### src/rtl/lk_pkg.sv
package lk_pkg;
  typedef enum logic [1:0] {
    XK_NONE    = 2'd0,
    XK_CLAIM   = 2'd1,
    XK_OWNER   = 2'd2,
    XK_FOREIGN = 2'd3
  } xact_kind_t;
endpackage

### src/rtl/lk_phase_track.sv
module lk_phase_track #(
  parameter int NUM_WIN = 6,
  parameter logic [NUM_WIN-1:0] LOCK_WIN_MASK = 6'b100001
) (
  input  logic               clk,
  input  logic               rst,
  input  logic               frame_n,
  input  logic               lock_n,
  input  logic [NUM_WIN-1:0] win_hit,
  output logic               sec_phase,
  output logic               lock_open_at_addr,
  output logic               target_hit
);
  logic               frame_q;
  logic               addr_phase;
  logic [NUM_WIN-1:0] win_qual;

  // Mask the decoder result down to the windows that take part in locking.
  for (genvar g = 0; g < NUM_WIN; g++) begin : g_qual
    assign win_qual[g] = win_hit[g] & LOCK_WIN_MASK[g];
  end

  assign addr_phase = frame_q && !frame_n;

  always_ff @(posedge clk) begin
    if (rst) begin
      frame_q           <= 1'b1;
      sec_phase         <= 1'b0;
      lock_open_at_addr <= 1'b0;
      target_hit        <= 1'b0;
    end else begin
      frame_q   <= frame_n;
      sec_phase <= addr_phase;
      if (addr_phase) begin
        lock_open_at_addr <= lock_n;
        target_hit        <= |win_qual;
      end
    end
  end
endmodule

### src/rtl/lk_owner_fsm.sv
module lk_owner_fsm
  import lk_pkg::*;
(
  input  logic clk,
  input  logic rst,
  input  logic frame_n,
  input  logic lock_n,
  input  logic data_ack,
  input  logic sec_phase,
  input  logic lock_open_at_addr,
  input  logic target_hit,
  output logic locked,
  output logic owner_access,
  output logic retry_req
);
  xact_kind_t kind_q;
  xact_kind_t kind_d;
  logic       handshake;
  logic       release_now;
  logic       claim_now;
  logic       claim_act;
  logic       grant_q;
  logic       take_lock;

  assign handshake   = lock_open_at_addr && !lock_n;
  assign release_now = frame_n && lock_n;
  assign claim_now   = sec_phase && !locked && target_hit && handshake;
  assign claim_act   = claim_now || (kind_q == XK_CLAIM);
  assign take_lock   = !release_now && !locked && claim_act && data_ack;

  always_comb begin
    kind_d = kind_q;
    if (frame_n) begin
      kind_d = XK_NONE;
    end else if (sec_phase) begin
      if (!target_hit)      kind_d = XK_NONE;
      else if (!handshake)  kind_d = locked ? XK_FOREIGN : XK_NONE;
      else                  kind_d = locked ? XK_OWNER : XK_CLAIM;
    end
  end

  always_ff @(posedge clk) begin
    if (rst) begin
      kind_q       <= XK_NONE;
      locked       <= 1'b0;
      owner_access <= 1'b0;
      retry_req    <= 1'b0;
      grant_q      <= 1'b0;
    end else begin
      kind_q  <= kind_d;
      grant_q <= take_lock;
      if (release_now)     locked <= 1'b0;
      else if (take_lock)  locked <= 1'b1;
      if (release_now)
        owner_access <= 1'b0;
      else if (grant_q)
        owner_access <= 1'b1;
      else if (sec_phase && locked)
        owner_access <= target_hit && handshake;
      if (frame_n)
        retry_req <= 1'b0;
      else if (sec_phase && locked && target_hit && !handshake)
        retry_req <= 1'b1;
    end
  end

  AST_RELEASE_CLEARS: assert property (@(posedge clk) disable iff (rst)
    frame_n && lock_n |=> !locked && !owner_access && !retry_req);
  AST_LOCK_NEEDS_DATA: assert property (@(posedge clk) disable iff (rst)
    $rose(locked) |-> $past(data_ack));
  AST_GRANT_FOLLOWS: assert property (@(posedge clk) disable iff (rst)
    $rose(locked) && !(frame_n && lock_n) |=> owner_access);
  AST_RETRY_FOREIGN: assert property (@(posedge clk) disable iff (rst)
    retry_req |-> locked && !owner_access);
  AST_RETRY_DROPS: assert property (@(posedge clk) disable iff (rst)
    retry_req && frame_n |=> !retry_req);
  AST_OWNER_HOLDS: assert property (@(posedge clk) disable iff (rst)
    owner_access |-> locked);
endmodule

### src/rtl/excl_lock_tracker.sv
module excl_lock_tracker #(
  parameter int NUM_WIN = 6,
  parameter logic [NUM_WIN-1:0] LOCK_WIN_MASK = 6'b100001
) (
  input  logic               clk,
  input  logic               rst,
  input  logic               frame_n,
  input  logic               lock_n,
  input  logic [NUM_WIN-1:0] win_hit,
  input  logic               data_ack,
  output logic               locked,
  output logic               owner_access,
  output logic               retry_req
);
  logic sec_phase;
  logic lock_open_at_addr;
  logic target_hit;

  lk_phase_track #(
    .NUM_WIN      (NUM_WIN),
    .LOCK_WIN_MASK(LOCK_WIN_MASK)
  ) u_phase (
    .clk              (clk),
    .rst              (rst),
    .frame_n          (frame_n),
    .lock_n           (lock_n),
    .win_hit          (win_hit),
    .sec_phase        (sec_phase),
    .lock_open_at_addr(lock_open_at_addr),
    .target_hit       (target_hit)
  );

  lk_owner_fsm u_fsm (
    .clk              (clk),
    .rst              (rst),
    .frame_n          (frame_n),
    .lock_n           (lock_n),
    .data_ack         (data_ack),
    .sec_phase        (sec_phase),
    .lock_open_at_addr(lock_open_at_addr),
    .target_hit       (target_hit),
    .locked           (locked),
    .owner_access     (owner_access),
    .retry_req        (retry_req)
  );

  AST_UNLOCKED_QUIET: assert property (@(posedge clk) disable iff (rst)
    !locked && !$past(locked) |-> !retry_req);
endmodule

### config.mk
export PLATFORM = sky130hd
export DESIGN_NAME = excl_lock_tracker
export DESIGN_NICKNAME = d
export VERILOG_FILES = /design/src/rtl/lk_pkg.sv /design/src/rtl/lk_phase_track.sv /design/src/rtl/lk_owner_fsm.sv /design/src/rtl/excl_lock_tracker.sv
export SDC_FILE = /design/constraint.sdc
export NUM_CORES = 1
export LEC_CHECK = 0
export ABC_AREA = 1
export BUFFER_PORTS_ARGS = -buffer_cell sky130_fd_sc_hd__buf_2
export CORE_AREA = 2 2 39 41
export CTS_CLUSTER_DIAMETER = 40
export CTS_CLUSTER_SIZE = 28
export DETAILED_ROUTE_END_ITERATION = 16
export DIE_AREA = 0 0 41 43
export PLACE_DENSITY = 0.65
export SYNTH_ARGS = -nofsm -noshare
export SYNTH_HDL_FRONTEND = slang
export SYNTH_HIERARCHICAL = 1
export SYNTH_SLANG_ARGS = --single-unit
### constraint.sdc
create_clock -name clk -period 1.9 [get_ports clk]
set_input_delay 0.285 -clock clk [delete_from_list [all_inputs] [get_ports clk]]
set_output_delay 0.285 -clock clk [all_outputs]
set_load 0.02 [all_outputs]
Word level (Yosys, flattened, before mapping):

Cells that the tools add are included.

* register bits after elaboration: 10
* bits of input ports: 11
* output and inout port bits: 3

* equality and inequality tests: 1
* mux-type cells: 6
* reductions and logical operators: 23

Operators by type and width (count)
* $logic_and A1 B1 Y1: 13
* $mux W2: 4
* $reduce_or A2 Y1: 3
* $logic_not A1 Y1: 5
* $eq A2 B1 Y1 const B: 1
* $mux W1: 2
* $reduce_bool A2 Y1: 1
* $logic_or A1 B1 Y1: 1

Logic depth before layout (Yosys ltp):

Gate-level depths: netlist (run 1).

* depth in word-level cells: 7
* gate-level depth with buffers: 6
* mapped depth without buffers: 6

Hierarchy:

The synthesis (run 1) kept the hierarchy.

Modules (own cells, without submodules)
* lk_owner_fsm: instances 1, cells each 40, area each 291.5 µm², sequential area each 120.1 µm²
* lk_phase_track: instances 1, cells each 22, area each 152.6 µm², sequential area each 80.1 µm²

Worst setup path after synthesis (run 1):

Ideal clock, no wire load.

* path kind: register to register
* start point: register u_fsm.locked
* end point: register u_fsm.kind_q[0]
* library setup time: 0.056 ns
* arrival time: 0.886 ns
* slack: 0.958 ns
* cell stages (with the launch flop): 7
* buffers on the path: 0
* clock period less this slack: 0.942 ns
* cells stage by stage: dfxtp_1 nand2_2 nor2_4 nand2_2 nand3_2 nand2_1 inv_1

* word-level cells in the longest chain between the ends: 3
* elaborated cells on any way between the ends: 4

RTL lines
* start: declaration: line lk_owner_fsm.sv:12 `output logic locked,`
* start signal: assignment: line lk_owner_fsm.sv:45 `locked <= 1'b0;`
* start signal: assignment: line lk_owner_fsm.sv:52 `if (release_now) locked <= 1'b0;`
* start signal: assignment: line lk_owner_fsm.sv:53 `else if (take_lock) locked <= 1'b1;`
* $mux W2, on equally long branches: line lk_owner_fsm.sv:37, lk_owner_fsm.sv:38
* $mux W2 *: line lk_owner_fsm.sv:37 `else if (!handshake) kind_d = locked ? XK_FOREIGN : XK_NONE;`
* $mux W2 *: line lk_owner_fsm.sv:36 `if (!target_hit) kind_d = XK_NONE;`
* end signal: assignment: line lk_owner_fsm.sv:50 `kind_q <= kind_d;`
* end: declaration: line lk_owner_fsm.sv:16 `xact_kind_t kind_q;`

Mark *: on every way between the ends. The rest lies on a longest branch, timed or not.
A chain may end at the register's enable or synchronous reset.

Worst setup path in the final report (run 1):

* start point: register u_fsm.locked
* end point: output port locked

RTL lines
* end: declaration: line excl_lock_tracker.sv:11 `output logic locked,`

No word-level cell between the ends.

==> results of run 1 <==
## area by class of cell
class                           count  area, um^2
Timing Repair Buffer                9        45.0
Inverter                           12        45.0
Fill cell                         159         852
Multi-Input combinational cell     40         199
Tap cell                           16        20.0
Sequential cell                    10         200
Clock buffer                        3        22.5
## final timing paths
kind	startpoint	endpoint	slack, ns	depth (start not counted)
max	u_fsm/locked$_SDFFE_PP0P_	locked	0.76	1
min	frame_n	u_fsm/retry_req$_SDFFE_PP0P_	0.28	2
max reg2reg	u_phase/sec_phase$_SDFF_PP0_	u_fsm/kind_q[0]$_SDFFE_PP0P_	1.00	6
min reg2reg	u_fsm/retry_req$_SDFFE_PP0P_	u_fsm/retry_req$_SDFFE_PP0P_	0.49	2
## metal layers
layer / up-vias / GRT usage / routed length (um)
met5: - / 0 / 0
met4: 0 / 0.100 / 9
met3: 2 / 0.0471 / 27
met2: 6 / 0.138 / 356
met1: 161 / 0.0942 / 330
li1: 216 / - / -
## kinds of logic (layout without fill, tap and decap cells)
group | count (synthesis) | in the layout | synth area share
flip-flops | 10 | 10 | 0.451
AO/OA/AOI/OAI | 8 | 8 | 0.101
buffers and inverters | 12 | 24 | 0.101
AND/OR/NAND/NOR | 32 | 32 | 0.346
## power groups by stage
stage / Clock (uW) / Sequential [uW] / Combinational [uW]
final: 134 / 222 / 32.2
after global routing: 151 / 222 / 36.5
after CTS: 144 / 222 / 32.6
after detailed placement: 0 / 227 / 32.4
after global placement: 0 / 226 / 31.8
after floorplan: 0 / 225 / 19.7
## registers in the layout (all words and copies together), names as in the netlist
signal	count
u_phase/target_hit	1
u_phase/frame_q	1
u_fsm/locked	1
u_fsm/owner_access	1
u_phase/lock_open_at_addr	1
u_fsm/grant_q	1
u_phase/sec_phase	1
u_fsm/kind_q	2
u_fsm/retry_req	1
## placed cells by master, fill, tap and decap left out
| master | n |
|---|---|
| sky130_fd_sc_hd__a21o_1 | 1 |
| sky130_fd_sc_hd__clkbuf_4 | 3 |
| sky130_fd_sc_hd__inv_2 | 2 |
| sky130_fd_sc_hd__inv_1 | 10 |
| sky130_fd_sc_hd__dfxtp_1 | 10 |
| sky130_fd_sc_hd__nor2_4 | 1 |
| sky130_fd_sc_hd__nand2_2 | 3 |
| sky130_fd_sc_hd__nor2_1 | 9 |
| sky130_fd_sc_hd__nand3_2 | 1 |
| sky130_fd_sc_hd__nand3_1 | 3 |
| sky130_fd_sc_hd__o21a_1 | 1 |
| sky130_fd_sc_hd__a21oi_1 | 6 |
| sky130_fd_sc_hd__nor3_2 | 1 |
| sky130_fd_sc_hd__nand4_1 | 1 |
| sky130_fd_sc_hd__buf_2 | 9 |
| sky130_fd_sc_hd__nand2_1 | 13 |
## metrics by stage
step           hold WS, ns  cell area [um^2]  total power (uW)  cells  utilization
2_1_floorplan        0.354               444               245     62            -
3_3_place_gp         0.476               509               258     87        0.368
3_5_place_dp         0.487               509               259     87        0.368
4_1_cts              0.269               532               398     90        0.384
5_1_grt              0.281               532               410     90        0.384
6_report             0.277               532               388     90        0.384
==> summary.json, run 1 <==
{
  "track_usage": {"value": 0.0977},
  "switchingPower": {"value": 87.3, "unit": "uW"},
  "max_clock_freq": {"value": 877, "unit": "MHz"},
  "netlist_top_cells_area": {"value": "sky130_fd_sc_hd__dfxtp_1 45%, sky130_fd_sc_hd__nand2_1 11%, sky130_fd_sc_hd__inv_1 8.5%, sky130_fd_sc_hd__nor2_1 7.6%, sky130_fd_sc_hd__a21oi_1 6.8%"},
  "run_status": {"value": "completed"},
  "critPathRequiredTime": {"value": 1.62, "unit": "ns"},
  "grt_remaining_overflow": {"value": 0},
  "seq_pwr_share": {"value": 0.571},
  "synth.cell_area": {"value": 444, "unit": "um^2"},
  "post-synth-top-area-cell": {"value": "sky130_fd_sc_hd__dfxtp_1"},
  "synth.lib_cells_used.distinct": {"value": 14},
  "worst-slew-pin-transition": {"value": 0.206, "unit": "ns"},
  "layout_worst_path_cycle_share": {"value": 0.600},
  "timing_worst_setup_path_type": {"value": "flip-flop to primary output"},
  "flow.area_growth_from_synthesis": {"value": 19.7, "unit": "%"},
  "min_cycle_time_layout": {"value": 1.14, "unit": "ns"},
  "remaining_routing_drc_violations": {"value": 0},
  "postSynthNetCount": {"value": 73},
  "placement.setup.worst_slack": {"value": 0.974, "unit": "ns"},
  "fp.coreArea": {"value": 1380, "unit": "um^2"},
  "finish.net_count": {"value": 87},
  "cts_hold_repair.buffers": {"value": 0},
  "seq_area_frac_synth": {"value": 0.451},
  "crit_path_top_delay_cell": {"value": "sky130_fd_sc_hd__dfxtp_1"},
  "drt-pass1-iter-count": {"value": 2},
  "grt_pass1_vias": {"value": 303},
  "synth_async_sr_flop_share": {"value": 0},
  "tritoncts": {"value": "built"},
  "worst_case_vdd_ir_drop": {"value": 248, "unit": "uV"},
  "final.setup.worst_slack": {"value": 0.760, "unit": "ns"},
  "worstSetupStartpointType": {"value": "flip-flop"},
  "internal_power": {"value": 301, "unit": "uW"},
  "io-pin-count": {"value": 14},
  "floorplan.initialDensity": {"value": 0.321},
  "holdCritPathClass": {"value": "input port to flip-flop"},
  "grt_pass1_wl": {"value": 1090, "unit": "um"},
  "synth_cells": {"value": 62},
  "finalHoldViolCount": {"value": 0},
  "share_of_final_layout_standard_cells_stronger_than_drive_strength_1": {"value": 0.270},
  "chipWidth": {"value": 41, "unit": "um"},
  "synthFlopType": {"value": "sky130_fd_sc_hd__dfxtp_1"},
  "clock_pin_slew_reported_for_the_worst_setup_and_hold_paths_after_clock_tree_synthesis": {"value": 0.06, "unit": "ns"},
  "timing.critical_path.buf_inv": {"value": 1},
  "antenna_found_initial": {"value": 0},
  "power.density": {"value": 730, "unit": "nW/um^2"},
  "setup_viol_count_final": {"value": 0},
  "ys_warn_count": {"value": 6},
  "rows": {"value": 14},
  "cp_slowest_stage_delay": {"value": 0.40, "unit": "ns"},
  "clock-skew-final": {"value": 0.00346, "unit": "ns"},
  "die_h": {"value": 43, "unit": "um"},
  "postSynthRegisterBits": {"value": 10},
  "diodes": {"value": 0},
  "max-slew-margin-rel": {"value": 0.863},
  "power_leakage": {"value": 0.000273, "unit": "uW"},
  "clockPowerShare": {"value": 0.346},
  "syn_avg_cell_area": {"value": 7.16, "unit": "um^2"},
  "critical_path.top_delay_family": {"value": "flip-flops"},
  "crit_path_cell_trace": {"value": "buf_2"},
  "maxCapViolCount": {"value": 0},
  "tns": {"value": 0, "unit": "ns"},
  "cts_buffers": {"value": 3},
  "viasPerCell": {"value": 4.28},
  "cts-htree-levels": {"value": 1},
  "power.switching_fraction": {"value": 0.225},
  "critical_path.max_fanout": {"value": 5},
  "cts_resized": {"value": 0},
  "synth.most_common_cell": {"value": "sky130_fd_sc_hd__nand2_1"},
  "io_buffers": {"value": 9},
  "postCtsSetupRepairBufs": {"value": 0},
  "num_vias": {"value": 385},
  "detail-route-antenna-nets": {"value": 0},
  "synth_top_cells_by_count": {"value": "13 x sky130_fd_sc_hd__nand2_1, 10 x sky130_fd_sc_hd__dfxtp_1, 10 x sky130_fd_sc_hd__inv_1"},
  "combPwrFrac": {"value": 0.083},
  "crit_arrival": {"value": 0.85, "unit": "ns"},
  "design.die.area": {"value": 1760, "unit": "um^2"},
  "synth.top_cell.area_share": {"value": 0.451},
  "numClockSinks": {"value": 10},
  "grt_setup_unrepaired": {"value": "no"},
  "synth-edff-count": {"value": 0},
  "cts_max_path_buffers": {"value": 2},
  "detailedRoute.firstIterationViolations": {"value": 3},
  "setup_crit_end_kind": {"value": "primary output"},
  "clock-root-buffer": {"value": "sky130_fd_sc_hd__clkbuf_4"},
  "drt-total-wl": {"value": 724, "unit": "um"},
  "place_congestion": {"value": 0.709},
  "clock_latency": {"value": 0.25, "unit": "ns"},
  "avgRoutedWirePerCell": {"value": 8.04, "unit": "um"},
  "maximum_number_of_pins_on_one_net_before_global_route_repair": {"value": 7},
  "timing_max_transition_violations_final": {"value": 0},
  "dp.final_hpwl": {"value": 591, "unit": "um"}
}
No activity file was read; power rests on OpenSTA's default activity.
==> run 2, diff against run 1 <==
--- a/config.mk
+++ b/config.mk
@@ -5,7 +5,7 @@
 export SDC_FILE = /design/constraint.sdc
 export NUM_CORES = 1
 export LEC_CHECK = 0
-export ABC_AREA = 1
+export ABC_AREA = 0
 export BUFFER_PORTS_ARGS = -buffer_cell sky130_fd_sc_hd__buf_2
 export CORE_AREA = 2 2 39 41
 export CTS_CLUSTER_DIAMETER = 40
==> constraint.sdc (replaced) <==
create_clock -name clk -period 1.08 [get_ports clk]
set_input_delay 0.162 -clock clk [delete_from_list [all_inputs] [get_ports clk]]
set_output_delay 0.162 -clock clk [all_outputs]
set_load 0.02 [all_outputs]
==> run 2 against run 1 <==
Against the previous run: global-route usage grew 1.3 points; first-iteration DRC count grew to 5.0 times the previous value; worst setup slack lost 0.71 ns; die area is the same; critical path depth grew 2; sequential power grew 74%; cell count shrank 19%; clock power grew to 2.5 times the previous value.
==> summary.json, run 2 <==
{
  "largest-register": {"value": "u_fsm/kind_q"},
  "rows": {"value": 14, "change": "unchanged"},
  "max-slew-margin-rel": {"value": 0.854, "change": "-0.00864"},
  "regToRegStartpoint": {"value": "u_phase/target_hit$_SDFFE_PP0P_"},
  "ff2ff_setup_slack": {"value": 0.05, "unit": "ns", "change": "-0.95 ns"},
  "postSynthRegisterBits": {"value": 10, "change": "unchanged"},
  "cts_buffers": {"value": 3, "change": "unchanged"},
  "worst_hold_path_stage_count": {"value": 3, "change": "+1"},
  "antenna_found_initial": {"value": 0, "change": "unchanged"},
  "synthFlopType": {"value": "sky130_fd_sc_hd__dfxtp_1"},
  "clockPowerShare": {"value": 0.430, "change": "+0.084"},
  "maxCapViolCount": {"value": 0, "change": "unchanged"},
  "min_cycle_time_layout": {"value": 1.03, "unit": "ns"},
  "combPwrFrac": {"value": 0.079, "change": "-0.004"},
  "reg2reg_depth": {"value": 3, "change": "-3"},
  "fp.coreArea": {"value": 1380, "unit": "um^2", "change": "unchanged"},
  "timing_max_transition_violations_final": {"value": 0, "change": "unchanged"},
  "die_h": {"value": 43, "unit": "um", "change": "unchanged"},
  "commonest_non_fill_non_tap_cell_in_the_layout": {"value": "sky130_fd_sc_hd__dfxtp_1"},
  "num_vias": {"value": 351, "change": "-8.8%"},
  "grt_pass1_wl": {"value": 1240, "unit": "um", "change": "+13%"},
  "finalHoldViolCount": {"value": 0, "change": "unchanged"},
  "post_synth_and_or_nand_nor_area_fraction": {"value": 0.301, "change": "-0.0459"},
  "cts-htree-levels": {"value": 1, "change": "unchanged"},
  "run_status": {"value": "completed"},
  "layout_worst_path_cycle_share": {"value": 0.950},
  "placement.setup.worst_slack": {"value": 0.0626, "unit": "ns", "change": "-0.911 ns"},
  "drt-pass1-iter-count": {"value": 4, "change": "+2"},
  "yosys.area_share.xor_xnor": {"value": 0.0197, "change": "+0.0197"},
  "critPathRequiredTime": {"value": 1.23, "unit": "ns", "change": "-0.39 ns"},
  "postLayoutCellArea": {"value": 568, "unit": "um^2", "change": "+6.8%"},
  "minimum_hold_slack": {"value": 0.136, "unit": "ns", "change": "-0.141 ns"},
  "chipWidth": {"value": 41, "unit": "um", "change": "unchanged"},
  "track_usage": {"value": 0.111, "change": "+0.0131"},
  "synth_async_sr_flop_share": {"value": 0, "change": "unchanged"},
  "critical_path.max_fanout": {"value": 4, "change": "-1"},
  "detail-route-antenna-nets": {"value": 0, "change": "unchanged"},
  "hp-start": {"value": "data_ack"},
  "clock-root-buffer": {"value": "sky130_fd_sc_hd__clkbuf_4"},
  "fin_total_pwr": {"value": 787, "unit": "uW", "change": "+100%"},
  "r2r_end": {"value": "u_fsm/owner_access$_SDFFE_PP0P_"},
  "clock-skew-final": {"value": 0.00259, "unit": "ns", "change": "-0.000877 ns"},
  "crit_path_top_delay_cell": {"value": "sky130_fd_sc_hd__dfxtp_1"},
  "post-synth-top-area-cell": {"value": "sky130_fd_sc_hd__dfxtp_1"},
  "detailedRoute.firstIterationViolations": {"value": 15, "change": "+12"},
  "design.die.area": {"value": 1760, "unit": "um^2", "change": "unchanged"},
  "cp_slowest_stage_delay": {"value": 0.35, "unit": "ns", "change": "-0.05 ns"},
  "final_cell_mix": {"value": "9 x sky130_fd_sc_hd__dfxtp_1, 8 x sky130_fd_sc_hd__buf_2, 4 x sky130_fd_sc_hd__a21oi_1"},
  "drt-total-wl": {"value": 808, "unit": "um", "change": "+12%"},
  "synth-edff-count": {"value": 0, "change": "unchanged"},
  "synth_top_family_by_area": {"value": "simple AND/OR/NAND/NOR gates"},
  "synth.cell_area": {"value": 445, "unit": "um^2", "change": "+0.28%"},
  "flow.area_growth_from_synthesis": {"value": 27.5, "unit": "%"},
  "maximum_number_of_pins_on_one_net_before_global_route_repair": {"value": 10, "change": "+3"},
  "internal_power": {"value": 611, "unit": "uW", "change": "+100%"},
  "power_leakage": {"value": 0.000241, "unit": "uW", "change": "-12%"},
  "cts_max_path_buffers": {"value": 2, "change": "unchanged"},
  "worst_case_vdd_ir_drop": {"value": 452, "unit": "uV", "change": "+83%"},
  "synth_top_cells_by_count": {"value": "10 x sky130_fd_sc_hd__dfxtp_1, 4 x sky130_fd_sc_hd__a21oi_1, 3 x sky130_fd_sc_hd__nand2_1, 3 x sky130_fd_sc_hd__nor2_1"},
  "diodes": {"value": 0, "change": "unchanged"},
  "io-pin-count": {"value": 14, "change": "unchanged"},
  "grt_remaining_overflow": {"value": 0, "change": "unchanged"},
  "switchingPower": {"value": 176, "unit": "uW", "change": "+100%"},
  "seq_pwr_share": {"value": 0.491, "change": "-0.080"},
  "dp.final_hpwl": {"value": 592, "unit": "um", "change": "+0.22%"},
  "grt_pass1_vias": {"value": 300, "change": "-0.99%"},
  "remaining_routing_drc_violations": {"value": 0, "change": "unchanged"},
  "crit_path_cell_trace": {"value": "and3_4 -> a221oi_2 -> nor3_2"},
  "tritoncts": {"value": "built"},
  "syn_avg_cell_area": {"value": 10.4, "unit": "um^2", "change": "+45%"},
  "muxShareOfSynthArea": {"value": 0.0225, "change": "+0.0225"},
  "crit_arrival": {"value": 1.18, "unit": "ns", "change": "+0.33 ns"},
  "synth-adder-area-share": {"value": 0, "change": "unchanged"},
  "max_clock_freq": {"value": 975, "unit": "MHz"},
  "synth.top_cell.area_share": {"value": 0.449, "change": "-0.00127"},
  "postPlaceCellArea": {"value": 518, "unit": "um^2", "change": "+1.7%"},
  "clock_pin_slew_reported_for_the_worst_setup_and_hold_paths_after_clock_tree_synthesis": {"value": 0.07, "unit": "ns", "change": "about the same"},
  "synth.most_common_cell": {"value": "sky130_fd_sc_hd__dfxtp_1"},
  "ys_warn_count": {"value": 6, "change": "unchanged"},
  "seq_area_frac_synth": {"value": 0.449, "change": "-0.00127"},
  "place_congestion": {"value": 0.661, "change": "-6.8%"},
  "timing_worst_setup_path_type": {"value": "flip-flop to flip-flop"},
  "io_buffers": {"value": 9, "change": "unchanged"},
  "worst-slew-pin-transition": {"value": 0.219, "unit": "ns", "change": "+0.0132 ns"},
  "netlist_top_cells_area": {"value": "sky130_fd_sc_hd__dfxtp_1 45%, sky130_fd_sc_hd__a21oi_1 4.5%, sky130_fd_sc_hd__a221oi_2 3.4%, sky130_fd_sc_hd__a2bb2oi_2 3.4%, sky130_fd_sc_hd__nor4b_2 3.4%"},
  "tns": {"value": 0, "unit": "ns", "change": "unchanged"},
  "setup_viol_count_final": {"value": 0, "change": "unchanged"},
  "viasPerCell": {"value": 4.81, "change": "+12%"},
  "timing.critical_path.buf_inv": {"value": 0, "change": "-1"},
  "synth_cells": {"value": 43, "change": "-31%"},
  "clock_latency": {"value": 0.26, "unit": "ns", "change": "about the same"},
  "floorplan.initialDensity": {"value": 0.322, "change": "+0.000904"},
  "cts_hold_repair.buffers": {"value": 0, "change": "unchanged"},
  "area_fraction_in_compound_gates_after_synthesis": {"value": 0.191, "change": "+0.0896"},
  "postCtsSetupRepairBufs": {"value": 0, "change": "unchanged"},
  "numClockSinks": {"value": 10, "change": "unchanged"},
  "finish.net_count": {"value": 69, "change": "-21%"},
  "holdCritPathClass": {"value": "input port to flip-flop"},
  "fill_cells": {"value": 142, "change": "-11%"},
  "largest_reg_flops": {"value": 2, "change": "unchanged"},
  "critical_path.top_delay_family": {"value": "flip-flops"},
  "final.setup.worst_slack": {"value": 0.0542, "unit": "ns", "change": "-0.706 ns"},
  "hold_end": {"value": "u_fsm/locked$_SDFFE_PP0P_"},
  "postSynthNetCount": {"value": 54, "change": "-26%"},
  "setup_crit_end_kind": {"value": "flip-flop"},
  "avgRoutedWirePerCell": {"value": 11.1, "unit": "um", "change": "+38%"},
  "power.density": {"value": 1390, "unit": "nW/um^2", "change": "+90%"},
  "grt_setup_unrepaired": {"value": "no"},
  "worstSetupStartpointType": {"value": "flip-flop"},
  "power.switching_fraction": {"value": 0.224, "change": "-0.00132"},
  "synth.lib_cells_used.distinct": {"value": 25, "change": "+11"},
  "share_of_final_layout_standard_cells_stronger_than_drive_strength_1": {"value": 0.439, "change": "+0.168"}
}
run 2: cell count changes in the layout (fill, tap and decap cells not counted), moves of 3 or more:
| cell | previous run | this run |
|---|---|---|
| sky130_fd_sc_hd__inv_1 | 10 | 2 |
| sky130_fd_sc_hd__nand2_1 | 13 | 3 |
| sky130_fd_sc_hd__nand3_1 | 3 | 0 |
| sky130_fd_sc_hd__nor2_1 | 9 | 3 |
run 2: cell families after synthesis:
kind of cell / count (synthesis)
and+or+nand+nor: 19
AOI/OAI and AO/OA: 10
xor gates and xnor gates: 1
muxes: 1
buffers and inverters: 2
DFF: 10
run 2: layout make-up:
class / instances / area, um^2 / share of cell area
clock buffer: 4 / 36.3 / 0.0639
inverter: 2 / 7.51 / 0.0132
multi-input combinational: 31 / 238 / 0.419
sequential: 10 / 204 / 0.359
tap: 16 / 20.0 / 0.0352
timing repair buffer: 10 / 62.6 / 0.110
run 2: power by group through the flow:
stage	Sequential [uW]	Clock (uW)	Combinational, uW
floorplan	395	0	37.5
global placement	397	0	61.5
detailed placement	397	0	62.6
CTS	388	349	62.6
global route	388	371	68.8
finish	386	339	62.4
run 2: routing by layer:
metal  part of all wire  track usage  wire length [um]
met1               0.46        0.140               373
met2               0.42        0.134               341
met3              0.079       0.0471                64
met4              0.036        0.100                29
met5                  0            0                 0
run 2: per-stage QoR:
stage | utilization | std cells
floorplan | - | 43
global placement | 0.374 | 69
detailed placement | 0.374 | 69
CTS | 0.401 | 73
global route | 0.410 | 73
finish | 0.410 | 73
run 2: how the worst max path moves through the flow:
| stage | start | end | slack, ns | depth (start not counted) |
|---|---|---|---|---|
| after floorplan | u_fsm/locked$_SDFFE_PP0P_ | u_fsm/owner_access$_SDFFE_PP0P_ | 0.01 | 3 |
| after global placement | u_phase/target_hit$_SDFFE_PP0P_ | u_fsm/owner_access$_SDFFE_PP0P_ | 0.08 | 3 |
| after detailed placement | u_phase/target_hit$_SDFFE_PP0P_ | u_fsm/owner_access$_SDFFE_PP0P_ | 0.06 | 3 |
| after CTS | u_fsm/locked$_SDFFE_PP0P_ | locked | 0.01 | 2 |
| after global routing | u_phase/target_hit$_SDFFE_PP0P_ | u_fsm/owner_access$_SDFFE_PP0P_ | 0.01 | 3 |
| final | u_phase/target_hit$_SDFFE_PP0P_ | u_fsm/owner_access$_SDFFE_PP0P_ | 0.05 | 3 |
run 2: repair_timing:
item | 4_1_cts | 5_1_grt
gates resized for setup | 1 | 4
setup endpoints to repair | 1 | 1
gates cloned | 0 | 0
run 2: worst min-delay path, stage by stage:
cell and delay (ns):
sky130_fd_sc_hd__buf_2 0.10, sky130_fd_sc_hd__nand2_1 0.04, sky130_fd_sc_hd__o21ai_0 0.06
